===== config.mk =====
export PLATFORM = sky130hd
export DESIGN_NAME = irq_ctrl
export DESIGN_NICKNAME = d
export VERILOG_FILES = /design/src/rtl/irq_pkg.sv /design/src/rtl/irq_regs.sv /design/src/rtl/irq_pend.sv /design/src/rtl/irq_prio.sv /design/src/rtl/irq_ctrl.sv
export SDC_FILE = /design/constraint.sdc
export NUM_CORES = 1
export LEC_CHECK = 0
export BUFFER_PORTS_ARGS = -buffer_cell sky130_fd_sc_hd__buf_4
export CORE_MARGIN = 1.5
export CORE_UTILIZATION = 33
export DETAILED_ROUTE_END_ITERATION = 10
export PLACE_DENSITY = 0.57
export SLEW_MARGIN = 5
export SYNTH_ARGS = -nofsm -noshare
export SYNTH_HDL_FRONTEND = slang
export SYNTH_SLANG_ARGS = --single-unit

===== constraint.sdc =====
create_clock -name clk_i -period 3.4 [get_ports clk_i]
set_input_delay 0.34 -clock clk_i [delete_from_list [all_inputs] [get_ports clk_i]]
set_output_delay 0.34 -clock clk_i [all_outputs]
set_load 0.01 [all_outputs]

===== src/rtl/irq_pkg.sv =====
package irq_pkg;
  localparam int unsigned ADDR_W = 3;

  typedef enum logic [ADDR_W-1:0] {
    REG_EN   = 3'd0,
    REG_GIE  = 3'd1,
    REG_AUTO = 3'd2,
    REG_HND  = 3'd3,
    REG_PEND = 3'd4
  } reg_addr_e;
endpackage


===== src/rtl/irq_regs.sv =====
module irq_regs
  import irq_pkg::*;
#(
  parameter int unsigned NUM_SRC = 16
) (
  input  logic               clk_i,
  input  logic               rst_ni,
  input  logic               we_i,
  input  logic [ADDR_W-1:0]  addr_i,
  input  logic [NUM_SRC-1:0] wdata_i,
  input  logic [NUM_SRC-1:0] pend_i,
  input  logic               gie_i,
  output logic [NUM_SRC-1:0] rdata_o,
  output logic [NUM_SRC-1:0] en_o,
  output logic [NUM_SRC-1:0] auto_o,
  output logic [NUM_SRC-1:0] hnd_o,
  output logic               gie_wr_o,
  output logic               gie_wdata_o,
  output logic [NUM_SRC-1:0] pend_clr_o
);
  reg_addr_e sel;
  assign sel = reg_addr_e'(addr_i);

  always_ff @(posedge clk_i or negedge rst_ni) begin
    if (!rst_ni) begin
      en_o   <= '0;
      auto_o <= '0;
      hnd_o  <= '0;
    end else if (we_i) begin
      case (sel)
        REG_EN:   en_o   <= wdata_i;
        REG_AUTO: auto_o <= wdata_i;
        REG_HND:  hnd_o  <= wdata_i;
        default: ;
      endcase
    end
  end

  assign gie_wr_o    = we_i && (sel == REG_GIE);
  assign gie_wdata_o = wdata_i[0];
  assign pend_clr_o  = (we_i && (sel == REG_PEND)) ? wdata_i : '0;

  always_comb begin
    rdata_o = '0;
    case (sel)
      REG_EN:   rdata_o = en_o;
      REG_GIE:  rdata_o[0] = gie_i;
      REG_AUTO: rdata_o = auto_o;
      REG_HND:  rdata_o = hnd_o;
      REG_PEND: rdata_o = pend_i;
      default:  rdata_o = '0;
    endcase
  end
endmodule


===== src/rtl/irq_pend.sv =====
module irq_pend #(
  parameter int unsigned NUM_SRC = 16
) (
  input  logic               clk_i,
  input  logic               rst_ni,
  input  logic [NUM_SRC-1:0] src_i,
  input  logic [NUM_SRC-1:0] clr_i,
  input  logic [NUM_SRC-1:0] ack_i,
  output logic [NUM_SRC-1:0] rise_o,
  output logic [NUM_SRC-1:0] pend_o
);
  logic [NUM_SRC-1:0] src_q;

  always_ff @(posedge clk_i or negedge rst_ni) begin
    if (!rst_ni) src_q <= '0;
    else         src_q <= src_i;
  end

  assign rise_o = src_i & ~src_q;

  for (genvar k = 0; k < NUM_SRC; k++) begin : g_flag
    // a new edge beats any clear in the same cycle
    always_ff @(posedge clk_i or negedge rst_ni) begin
      if (!rst_ni)                     pend_o[k] <= 1'b0;
      else if (rise_o[k])              pend_o[k] <= 1'b1;
      else if (clr_i[k] || ack_i[k])   pend_o[k] <= 1'b0;
    end
  end
endmodule


===== src/rtl/irq_prio.sv =====
module irq_prio #(
  parameter int unsigned NUM_SRC = 16,
  localparam int unsigned IDX_W = (NUM_SRC > 1) ? $clog2(NUM_SRC) : 1
) (
  input  logic [NUM_SRC-1:0] req_i,
  output logic               any_o,
  output logic [IDX_W-1:0]   idx_o
);
  // scan downward so the lowest set index is written last
  always_comb begin
    any_o = 1'b0;
    idx_o = '0;
    for (int i = NUM_SRC - 1; i >= 0; i--) begin
      if (req_i[i]) begin
        any_o = 1'b1;
        idx_o = IDX_W'(i);
      end
    end
  end
endmodule


===== src/rtl/irq_ctrl.sv =====
module irq_ctrl
  import irq_pkg::*;
#(
  parameter int unsigned NUM_SRC     = 16,
  parameter int unsigned VEC_W       = $clog2(NUM_SRC + 1),
  parameter int unsigned DEFAULT_VEC = NUM_SRC
) (
  input  logic               clk_i,
  input  logic               rst_ni,
  input  logic [NUM_SRC-1:0] src_i,
  input  logic               insn_done_i,
  input  logic               reti_i,
  input  logic               reg_we_i,
  input  logic [ADDR_W-1:0]  reg_addr_i,
  input  logic [NUM_SRC-1:0] reg_wdata_i,
  output logic [NUM_SRC-1:0] reg_rdata_o,
  output logic               irq_take_o,
  output logic [VEC_W-1:0]   vec_o,
  output logic               gie_o
);
  localparam int unsigned IDX_W = (NUM_SRC > 1) ? $clog2(NUM_SRC) : 1;

  if (NUM_SRC < 1 || NUM_SRC > 64) begin : g_bad_cfg
    $error("irq_ctrl: NUM_SRC must be 1..64");
  end

  logic [NUM_SRC-1:0] en_q, auto_q, hnd_q, pend_q, pend_clr, src_rise, ack_mask;
  logic               gie_q, gie_save_q, gie_wr, gie_wdata;
  logic               any_req, take_d;
  logic [IDX_W-1:0]   win_idx;
  logic [VEC_W-1:0]   vec_d;

  irq_regs #(.NUM_SRC(NUM_SRC)) u_regs (
    .clk_i      (clk_i),
    .rst_ni     (rst_ni),
    .we_i       (reg_we_i),
    .addr_i     (reg_addr_i),
    .wdata_i    (reg_wdata_i),
    .pend_i     (pend_q),
    .gie_i      (gie_q),
    .rdata_o    (reg_rdata_o),
    .en_o       (en_q),
    .auto_o     (auto_q),
    .hnd_o      (hnd_q),
    .gie_wr_o   (gie_wr),
    .gie_wdata_o(gie_wdata),
    .pend_clr_o (pend_clr)
  );

  irq_pend #(.NUM_SRC(NUM_SRC)) u_pend (
    .clk_i (clk_i),
    .rst_ni(rst_ni),
    .src_i (src_i),
    .clr_i (pend_clr),
    .ack_i (ack_mask),
    .rise_o(src_rise),
    .pend_o(pend_q)
  );

  irq_prio #(.NUM_SRC(NUM_SRC)) u_prio (
    .req_i(pend_q & en_q),
    .any_o(any_req),
    .idx_o(win_idx)
  );

  assign take_d   = insn_done_i && gie_q && any_req;
  assign ack_mask = take_d ? ((NUM_SRC'(1) << win_idx) & auto_q) : '0;
  assign vec_d    = hnd_q[win_idx] ? VEC_W'(win_idx) : VEC_W'(DEFAULT_VEC);

  always_ff @(posedge clk_i or negedge rst_ni) begin
    if (!rst_ni) begin
      irq_take_o <= 1'b0;
      vec_o      <= '0;
      gie_q      <= 1'b0;
      gie_save_q <= 1'b0;
    end else begin
      irq_take_o <= take_d;
      if (take_d) begin
        vec_o      <= vec_d;
        gie_save_q <= gie_q;
        gie_q      <= 1'b0;
      end else if (reti_i) begin
        gie_q <= gie_save_q;
      end else if (gie_wr) begin
        gie_q <= gie_wdata;
      end
    end
  end

  assign gie_o = gie_q;
endmodule


==> summary.txt, run 1 <==
Status
  – Outcome: finished clean

Route
  – Final ANT Viol Nets: 0
  – Routed WL per cell: around 19 um
  – Routed WL: between 10,000 and 15,000 um
  – Vias: 3,555
  – Drc violations: 0
  – 1st-iter DRT viols: ~170
  – Vias/cell: roughly 5.3
  – DRT Pass-1 Iters: 4

Setup path
  – Startpoint Class: flop
  – Setup CP Type: flop to flop
  – Crit path buf inv count: 0
  – Top cell by count, worst path: nand3_1
  – Worst-path fanout max: 5
  – CP required: 3630 ps
  – Critical-path cell list: a22o_1 > a311oi_2 > nor3_2 > o21a_1 > nor2_1 > nand3_1 > nand3_1 > o21ai_0
  – Largest delay share family, worst path: simple AND/OR/NAND/NOR gates
  – Slowest cell delay on critical path: 590 ps
  – Arr. time, crit path: ~2700 ps
  – Setup crit end kind: flop
  – Slowest cell on crit path: nor2_1

Clock tree
  – Deepest clock path buffer count: 2
  – CTS resizes: 0
  – Worst-skew pair later-pin latency: ~350 ps
  – Clock-pin slew of the registers on the worst-case setup and hold paths: 60 ps
  – Hold_buf cts: 0
  – H-tree Lvls: 3
  – CTS tree: yes
  – Clock sinks: between 80 and 90
  – CTS Buf Count: 9
  – Postcts setup bufs: 0
  – CTS Root Cell: clkbuf_16

Timing
  – Final setup fails: 0
  – Crit share post-route: 72.62%
  – Fmax achieved: ~400 MHz
  – Rel. slew slack: approximately a third
  – Final Slew Violations: 0
  – Min Tclk post-route: around 2500 ps
  – Fin. Hold Viols: 0
  – Worst-Margin Slew: 1020 ps
  – RSZ-0062 raised after global routing: no
  – Setup TNS Final: 0 ps
  – Worst Skew: around 6.4 ps

Pwr
  – Power Density: approximately 600 mW/mm^2
  – Lkg Pwr: 0.002361 uW
  – Worst vdd ir: around 0.32 mV

Synth
  – Synthesized area: about 0.0044 mm^2
  – Sequential element share of the synthesized area: 50.17%
  – Synth warn: 0
  – Top cell type's share of synthesized area: 50.17%
  – Synth top area cells: dfrtp_1, mux2_2, nand2_1, mux2i_1, nand3_1
  – FFs w/ async S/R, synth: 100.0%
  – Post-synth EDFFs: 0
  – Count of different cell masters after synthesis: 46
  – Dominant cell type by area after synthesis: dfrtp_1
  – Top FF cell, synth: dfrtp_1
  – Syn avg cell area: around 10 um^2
  – Yosys reg bits: just under 90
  – Net Count, Synth: ~470
  – Synth Instances: around 430

Global routing
  – Vias in the first global route: ~3.7k
  – Total track usage: 19.76%
  – Largest net degree at the start of global routing: 60
  – Congestion Overflow GR: 0
  – Antenna violations before repair: 0
  – First-pass GRT wire length: between 20,000 and 25,000 um

Die
  – Die Y: 118.3 um
  – Initial core utilization: about 34%
  – Chip width: 118.3 um
  – Die ar.: 0.01400 mm^2
  – Total I/O pin count: 63
  – Cell row count: between 40 and 50
  – Core area: approximately 0.013 mm^2

Layout
  – Fraction of layout cells with a size suffix above 1: approximately 29%
  – Area grow syn2layout: 22.04%
  – Cell Count, Final, Fillers Out: ~680
  – N_diodes: 0
  – Fin nets: ~540
  – Design area: ~0.0054 mm^2

Placement
  – Placed cell area: 0.005082 mm^2
  – Placed cell count: 660
  – Final HPWL DP: between 9000 and 10,000 um
  – PortBufs: just over 60
  – GPL Wtd Cong: between 0.8 and 0.9

Min path
  – Hold WC Path Type: input port to asynchronous set/reset pin

Job
  – MaxCap Viol Count: 0
## power by group
group	leakage (uW)	internal (uW)	switching, uW	total, uW
clock	0.000134	528	397	925
sequential	0.00101	1230	169	1400
combinational	0.00122	387	513	900
total	0.00236	2150	1080	3220
## placed cells by master (no fill, tap or decap), types with 2 or more instances in the layout
master / n
nor2_1: 25
nand2_1: 59
a22oi_2: 2
nand2b_1: 2
nor3b_1: 2
nand3_1: 37
a31oi_1: 2
nand3b_1: 2
clkinv_2: 2
mux2_2: 48
a21oi_1: 21
nor3_2: 2
nor3_1: 8
o21ai_1: 11
a211oi_1: 3
o21a_1: 4
o21ai_0: 28
clkbuf_8: 2
inv_1: 18
mux2i_1: 19
a22o_1: 4
o31ai_1: 2
a32oi_1: 2
and3_1: 3
buf_4: 70
dfrtp_1: 88
and2_1: 5
clkbuf_16: 9
## layer usage
metal  global-route usage [%]  vias to the layer above  share of wire [%]
met1                    26.67                     1760                 46
met3                    3.813                       21                5.9
li1                         -                     1678                  -
met2                    31.25                       96                 46
met5                        0                        -                  0
met4                    7.698                        0                2.1
## per-stage QoR
stage / hold slack, ps / setup slack [ps] / util, % / power (uW)
finish: 64.75 / 931.0 / 41.93 / 3224
global route: 96.46 / 740.9 / 41.93 / 3404
CTS: 92.48 / 934.4 / 41.93 / 3253
detailed placement: 402.5 / 943.5 / 39.79 / 2320
global placement: 399.0 / 929.0 / 39.79 / 2308
floorplan: 44.41 / 1341 / - / 1928
## layout make-up
cell class	instances	area, um^2
Sequential cell	88	2202
Timing Repair Buffer	70	525.5
Clock buffer	12	256.5
Tap cell	172	215.2
Clock inverter	3	17.52
Multi-Input combinational cell	312	2072
Fill cell	1274	7417
Inverter	18	67.56
## flip-flops by register name, indices dropped and copies added (netlist names)
name,count
u_pend.src_q,16
vec_o,5
u_pend.pend_o,16
u_regs.auto_o,16
gie_save_q,1
u_regs.hnd_o,16
gie_o,1
u_regs.en_o,16
irq_take_o,1
## cells by family (layout without fill, tap and decap cells)
logic type / count (synthesis) / count (layout) / share of synthesized area, %
DFF: 88 / 88 / 50.17
muxes: 67 / 67 / 16.65
and+or+nand+nor: 153 / 153 / 16.36
AOI/OAI and AO/OA: 92 / 92 / 13.83
buffers and inverters: 34 / 103 / 2.993
## cell usage after synthesis (3+ instances only)
cell	n
dfrtp_1	88
nand2_1	59
mux2_2	48
nand3_1	37
o21ai_0	28
nor2_1	25
a21oi_1	21
mux2i_1	19
inv_1	18
clkbuf_1	12
o21ai_1	11
nor3_1	9
and2_1	5
a22o_1	4
o21a_1	4
a211oi_1	3
and3_1	3
buf_2	3
nor3b_1	3
## final timing paths
path,startpoint,end,slack [ps],cells past startpoint
setup / recovery,u_regs.en_o[7],u_pend.pend_o[1],930,8
hold / removal,rst_ni,u_pend.src_q[0],60,1
setup reg to reg,u_regs.en_o[7],u_pend.pend_o[1],930,8
hold reg to reg,u_pend.src_q[14],u_pend.pend_o[14],410,1
max in group asynchronous,rst_ni,u_regs.auto_o[15],2610,2
min in group clk_i,src_i[0],u_pend.src_q[0],100,1
No activity file was read; power rests on OpenSTA's default activity.
==> run 2, diff against run 1 <==
--- a/config.mk
+++ b/config.mk
@@ -5,6 +5,7 @@
 export SDC_FILE = /design/constraint.sdc
 export NUM_CORES = 1
 export LEC_CHECK = 0
+export ABC_AREA = 1
 export BUFFER_PORTS_ARGS = -buffer_cell sky130_fd_sc_hd__buf_4
 export CORE_MARGIN = 1.5
 export CORE_UTILIZATION = 33
==> constraint.sdc (replaced) <==
create_clock -name clk_i -period 2.5 [get_ports clk_i]
set_input_delay 0.25 -clock clk_i [delete_from_list [all_inputs] [get_ports clk_i]]
set_output_delay 0.25 -clock clk_i [all_outputs]
set_load 0.01 [all_outputs]
==> run 2 against run 1 <==
First-iteration DRC count rose by 21%; via count grew 7.4%; clock power rose by 32%; clock skew up 1.4 ps; sequential share of layout area is 0.21 points higher; cell count up 14%; critical path type unchanged; largest cell class unchanged.
==> summary.txt, run 2 <==
Die
  – Initial core utilization: 33.94% (was 34.36%)
  – Chip width: 116.9 um (was 118.3 um)
  – Core area: 0.01262 mm^2 (was 0.01277 mm^2)
  – Cell row count: 41 (unchanged)
  – Die ar.: 0.01367 mm^2 (was 0.01400 mm^2)
  – Total I/O pin count: 63 (unchanged)
  – Die Y: 116.9 um (was 118.3 um)

Route
  – Final ANT Viol Nets: 0 (unchanged)
  – Drc violations: 0 (unchanged)
  – Vias/cell: 4.970 (was 5.267)
  – Routed WL: 12,400 um (was 13,100 um)
  – 1st-iter DRT viols: 209 (was 173)
  – Routed WL per cell: 16.15 um (was 19.41 um)
  – Vias: 3,817 (was 3,555)
  – DRT Pass-1 Iters: 5 (was 4)

Job
  – MaxCap Viol Count: 0 (unchanged)

Setup path
  – Worst-path fanout max: 10 (was 5)
  – CP required: 2710 ps (was 3630 ps)
  – Critical-path cell list: nand2_2 > nand2_1 > nor2_2 > nand2_1 > a21oi_4 > inv_2 > nor2_4 > inv_2 > nor4_1 > o22ai_1 (was a22o_1 > a311oi_2 > nor3_2 > o21a_1 > nor2_1 > nand3_1 > nand3_1 > o21ai_0)
  – Setup CP Type: flop to flop (unchanged)
  – Setup crit end kind: flop (unchanged)
  – Slowest cell on crit path: dfrtp_1 (was nor2_1)
  – Slowest cell delay on critical path: 410 ps (was 590 ps)
  – Arr. time, crit path: 2480 ps (was 2700 ps)
  – Startpoint Class: flop (unchanged)

Timing
  – Worst-Margin Slew: 634.1 ps (was 1020 ps)
  – Final setup fails: 0 (unchanged)
  – Setup TNS Final: 0 ps (unchanged)
  – Min Tclk post-route: 2274 ps (was 2469 ps)
  – Rel. slew slack: 57.68% (was 31.81%)
  – Crit share post-route: 90.94% (was 72.62%)
  – Fin. Hold Viols: 0 (unchanged)
  – RSZ-0062 raised after global routing: no (unchanged)
  – Worst Skew: 7.839 ps (was 6.415 ps)
  – Final Slew Violations: 0 (unchanged)
  – Fmax achieved: 439.8 MHz (was 405.0 MHz)

Synth
  – Post-synth EDFFs: 0 (unchanged)
  – Yosys reg bits: 88 (unchanged)
  – Synth Instances: 517 (was 434)
  – Net Count, Synth: 557 (was 474)
  – FFs w/ async S/R, synth: 100.0% (unchanged)
  – Most frequent cell after synthesis: nand2_1 (was dfrtp_1)
  – Top cell type's share of synthesized area: 51.42% (was 50.17%)
  – Synth top area cells: dfrtp_1, nand2_1, o21ai_0, inv_1, nand3_1 (was dfrtp_1, mux2_2, nand2_1, mux2i_1, nand3_1)
  – Syn avg cell area: 8.284 um^2 (was 10.11 um^2)
  – Top FF cell, synth: dfrtp_1 (unchanged)
  – Synth cell count leaders: nand2_1, dfrtp_1, inv_1 (was dfrtp_1, nand2_1, mux2_2)
  – Count of different cell masters after synthesis: 35 (was 46)
  – Synthesized area: 0.004283 mm^2 (was 0.004389 mm^2)
  – Synth warn: 0 (unchanged)
  – Dominant cell type by area after synthesis: dfrtp_1 (unchanged)
  – Sequential element share of the synthesized area: 51.42% (was 50.17%)

Min path
  – Hold WC Path Type: input port to flop (was input port to asynchronous set/reset pin)

Pwr
  – Worst vdd ir: 0.4779 mV (was 0.3160 mV)
  – Pwr Total: 4285 uW (was 3224 uW)
  – Power Density: 804.1 mW/mm^2 (was 601.9 mW/mm^2)
  – Lkg Pwr: 0.002580 uW (was 0.002361 uW)

Clock tree
  – CTS tree: yes (unchanged)
  – Worst-skew pair later-pin latency: 350 ps (about the same)
  – CTS Buf Count: 9 (unchanged)
  – Clock-pin slew of the registers on the worst-case setup and hold paths: 60 ps (about the same)
  – Clock sinks: 88 (unchanged)
  – CTS Root Cell: clkbuf_16 (unchanged)
  – Deepest clock path buffer count: 2 (unchanged)
  – H-tree Lvls: 3 (unchanged)

Layout
  – N_diodes: 0 (unchanged)
  – Most frequent cells in the layout: nand2_1, dfrtp_1, buf_4 (was dfrtp_1, buf_4, nand2_1)
  – Area grow syn2layout: 24.42% (was 22.04%)
  – Fin nets: 634 (was 539)
  – Fraction of layout cells with a size suffix above 1: 20.81% (was 29.22%)
  – Most common cell after layout, fill and taps aside: nand2_1 (was dfrtp_1)

Placement
  – GPL Wtd Cong: 0.9410 (was 0.8666)
  – PortBufs: 62 (unchanged)
  – Final HPWL DP: 9061 um (was 9301 um)

Global routing
  – First-pass GRT wire length: 19,850 um (was 20,980 um)
  – Vias in the first global route: 3,725 (was 3,724)
  – Largest net degree at the start of global routing: 55 (was 60)
  – Total track usage: 19.91% (was 19.76%)
  – Congestion Overflow GR: 0 (unchanged)
  – Antenna violations before repair: 0 (unchanged)

Status
  – Outcome: finished clean (unchanged)
==> run 2: final cells by class <==
type | count | area (um^2)
clock buffer | 12 | 256.5
clock inverter | 1 | 5.005
fill | 1304 | 7291
inverter | 63 | 236.5
multi-input combinational | 352 | 1795
sequential | 88 | 2202
tap | 172 | 215.2
timing repair buffer | 80 | 618.1
==> run 2: final timing paths <==
| check | slack (ps) | cells after the start | to | startpoint |
|---|---|---|---|---|
| worst min register to register | 400 | 1 | u_pend.pend_o[12] | u_pend.src_q[12] |
| worst max register to register | 230 | 10 | u_pend.pend_o[9] | u_pend.pend_o[0] |
| worst max-delay path | 230 | 10 | u_pend.pend_o[9] | u_pend.pend_o[0] |
| worst min-delay path | 20 | 1 | u_pend.src_q[2] | src_i[2] |
| max in group asynchronous | 1440 | 3 | u_regs.auto_o[8] | rst_ni |
| min in group asynchronous | 400 | 2 | irq_take_o | rst_ni |
==> run 2: layer usage <==
layer | routed length (um) | global-route usage (%)
met2 | 5656 | 31.15
met3 | 771 | 5.716
met1 | 5644 | 26.05
met4 | 330 | 8.112
met5 | 0 | 0
==> run 2: timing repair <==
action | CTS | global route
resized for setup | 0 | 1
hold buffers | 1 | 1
buffers inserted | 0 | 3
endpoints found under the setup margin | 0 | 2
endpoints found under the hold margin | 34 | 1
==> run 2: power by group <==
group | internal, uW | total, uW | leakage, uW | switching (uW)
sequential | 1650 | 1810 | 0.00104 | 161
combinational | 463 | 1250 | 0.00141 | 788
clock | 709 | 1220 | 0.000130 | 515
==> run 2: logic make-up after synthesis <==
logic type	share of synthesized area, %
AND/OR/NAND/NOR	28.02
AO/OA/AOI/OAI	13.76
flip-flops	51.42
buffers and inverters	6.807
==> run 2: stage by stage <==
stage	instance area, um^2	std cells	utilization [%]	hold WS (ps)	setup slack (ps)
after detailed placement	5019	750	39.77	245.5	110.0
after floorplan	4283	517	-	-45.59	706.6
after global placement	5019	750	39.77	238.6	43.81
after CTS	5290	764	41.92	5.159	97.38
after global routing	5329	768	42.23	0.8489	50.34
final	5329	768	42.23	15.83	226.5
==> run 2: critical path: cells and delay by family, from the launching register on <==
family          cells  cell delay (ps)
compound gates      2              310
simple gates        6             1170
buf+inv             2              240
flops               1              410
==> run 3, diff against run 2 <==
--- a/config.mk
+++ b/config.mk
@@ -10,8 +10,10 @@
 export CORE_MARGIN = 1.5
 export CORE_UTILIZATION = 33
 export DETAILED_ROUTE_END_ITERATION = 10
+export GPL_TIMING_DRIVEN = 0
 export PLACE_DENSITY = 0.57
 export SLEW_MARGIN = 5
 export SYNTH_ARGS = -nofsm -noshare
 export SYNTH_HDL_FRONTEND = slang
+export SYNTH_HIERARCHICAL = 1
 export SYNTH_SLANG_ARGS = --single-unit
==> run 3 against run 2 <==
Non-clock buffer count increased by 25; hold slack got worse by 12 ps; sequential share of layout area decreased by 4.2 points; clock-buffer cell count is 1 lower; critical endpoint is now vec_o[2]; critical path depth increased by 16; clock skew increased by 1.3 ps; die area increased by 8.2%; total power grew 9.4%; register-to-register slack worse by 160 ps; via count up 21%; setup slack worse by 160 ps; sequential power about the same.
==> summary.txt, run 3 <==
Status
  – Outcome: finished clean (unchanged)

Die
  – Core area: 0.01383 mm^2 (was 0.01262 mm^2)
  – Initial core utilization: 33.59% (was 33.94%)
  – Die Y: 121.6 um (was 116.9 um)
  – Die ar.: 0.01480 mm^2 (was 0.01367 mm^2)
  – Chip width: 121.6 um (was 116.9 um)
  – Cell row count: 43 (was 41)
  – Total I/O pin count: 63 (unchanged)

Layout
  – Most frequent cells in the layout: nand2_1, dfrtp_1, nand3_1 (was nand2_1, dfrtp_1, buf_4)
  – Area grow syn2layout: 27.56% (was 24.42%)
  – N_diodes: 0 (unchanged)
  – Design area: 0.005924 mm^2 (was 0.005329 mm^2)
  – Most common cell after layout, fill and taps aside: nand2_1 (unchanged)
  – Fraction of layout cells with a size suffix above 1: 22.53% (was 20.81%)
  – Fill cells: 1,441 (was 1,304)
  – Fin nets: 763 (was 634)

Timing
  – Setup TNS Final: 0 ps (unchanged)
  – Final setup fails: 0 (unchanged)
  – Fin. Hold Viols: 0 (unchanged)
  – RSZ-0062 raised after global routing: yes (was no)
  – Final Slew Violations: 0 (unchanged)
  – Setup ws final: 68.60 ps (was 226.5 ps)
  – Worst Skew: 9.165 ps (was 7.839 ps)
  – Crit share post-route: 97.26% (was 90.94%)
  – Fmax achieved: 411.3 MHz (was 439.8 MHz)
  – Min Tclk post-route: 2431 ps (was 2274 ps)
  – Worst-Margin Slew: 1151 ps (was 634.1 ps)
  – Rel. slew slack: 23.30% (was 57.68%)

Job
  – MaxCap Viol Count: 0 (unchanged)

Pwr
  – Sequential power share: 38.7% (was 42.2%)
  – Power Density: 791.5 mW/mm^2 (was 804.1 mW/mm^2)
  – Clk pwr share: 27.7% (was 28.6%)
  – Share of total power in combinational logic: 33.6% (was 29.2%)
  – Lkg Pwr: 0.002999 uW (was 0.002580 uW)
  – Worst vdd ir: 0.4136 mV (was 0.4779 mV)
  – Int Power: 2997 uW (was 2820 uW)
  – Pwr Total: 4689 uW (was 4285 uW)
  – Sw Ratio: 36.08% (was 34.19%)
  – Net switching power figure: 1692 uW (was 1465 uW)

Clock tree
  – Clock-pin slew of the registers on the worst-case setup and hold paths: 70 ps (was 60 ps)
  – CTS tree: yes (unchanged)
  – Deepest clock path buffer count: 2 (unchanged)
  – Worst-skew pair later-pin latency: 360 ps (was 350 ps)
  – Clock sinks: 88 (unchanged)
  – CTS Root Cell: clkbuf_16 (unchanged)
  – CTS Buf Count: 9 (unchanged)
  – H-tree Lvls: 3 (unchanged)

Setup path
  – Startpoint Class: flop (unchanged)
  – Largest delay share family, worst path: simple AND/OR/NAND/NOR gates (unchanged)
  – Crit path buf inv count: 4 (was 2)
  – Slowest cell on crit path: dfrtp_1 (unchanged)
  – Top cell by count, worst path: nand2_1
  – Setup CP Type: flop to flop (unchanged)
  – Worst-path fanout max: 5 (was 10)
  – CP required: 2750 ps (was 2710 ps)
  – Slowest cell delay on critical path: 390 ps (was 410 ps)
  – Arr. time, crit path: 2680 ps (was 2480 ps)
  – Setup crit end kind: flop (unchanged)

Global routing
  – First-pass GRT wire length: 23,290 um (was 19,850 um)
  – Total track usage: 21.29% (was 19.91%)
  – Largest net degree at the start of global routing: 89 (was 55)
  – Antenna violations before repair: 0 (unchanged)
  – Congestion Overflow GR: 0 (unchanged)
  – Vias in the first global route: 4,233 (was 3,725)

Route
  – DRT Pass-1 Iters: 5 (unchanged)
  – Routed WL per cell: 16.85 um (was 16.15 um)
  – Vias: 4,621 (was 3,817)
  – Drc violations: 0 (unchanged)
  – Vias/cell: 5.089 (was 4.970)
  – 1st-iter DRT viols: 385 (was 209)
  – Routed WL: 15,300 um (was 12,400 um)
  – Final ANT Viol Nets: 0 (unchanged)

Placement
  – PortBufs: 61 (was 62)
  – Final HPWL DP: 10,540 um (was 9061 um)
  – GPL Wtd Cong: 0.9250 (was 0.9410)
  – Placed cell area: 0.005328 mm^2 (was 0.005019 mm^2)
  – Place WS: -214.3 ps (was 110.0 ps)

Synth
  – Synthesized area: 0.004644 mm^2 (was 0.004283 mm^2)
  – Synth warn: 6 (was 0)
  – Syn avg cell area: 7.314 um^2 (was 8.284 um^2)
  – Synth Instances: 635 (was 517)
  – Net Count, Synth: 675 (was 557)

Min path
  – Hold WC Path Type: input port to flop (unchanged)
run 3: final timing paths:
check | from | end | slack [ps] | cells past startpoint
max | u_pend/pend_o[13] | vec_o[2] | 70 | 26
min | src_i[0] | u_pend/src_q[0] | 4 | 1
max reg2reg | u_pend/pend_o[13] | vec_o[2] | 70 | 26
min reg2reg | gie_save_q | gie_save_q | 470 | 1
max in group asynchronous | rst_ni | u_regs/auto_o[7] | 1640 | 1
min in group asynchronous | rst_ni | u_regs/en_o[15] | 120 | 1
run 3: final cells by class:
class	instances	area (um^2)	area share, %
clock buffers	11	252.7	4.266
clock inverters	5	31.28	0.5280
multi-input cells	444	2165	36.54
well taps	180	225.2	3.801
plain buffers	28	153.9	2.598
repair buffers	77	604.3	10.20
inverters	75	290.3	4.900
flip-flops and latches	88	2202	37.17
run 3: power groups by stage:
stage               logic, uW  registers, uW  clock network [uW]
detailed placement       1240           1840                   0
global placement         1230           1830                   0
CTS                      1270           1810                1330
finish                   1570           1810                1300
global route             1720           1850                1400
floorplan                 759           1810                   0
run 3: per-stage QoR:
stage               std cells  hold slack, ps  util, %
global placement          876           368.2    38.53
detailed placement        876           370.2    38.53
finish                    908           4.122    42.85
floorplan                 635          -45.59        -
global route              908        0.005440    42.85
CTS                       894          0.8303    40.86
run 3: timing repair:
item	in CTS	in global routing
hold endpoints to repair	2	1
gates resized for setup	4	46
gates cloned	0	1
pin swaps	0	14
buffers inserted	0	12
endpoints found under the setup margin	9	16
hold buffers	2	1
run 3: metal layers:
metal  global-route usage [%]  routed length (um)  part of all wire (%)
met5                        0                   0                     0
met4                    9.118                 492                   3.2
met3                    3.418                1204                   7.9
met2                    33.23                6890                    45
met1                    29.31                6715                    44
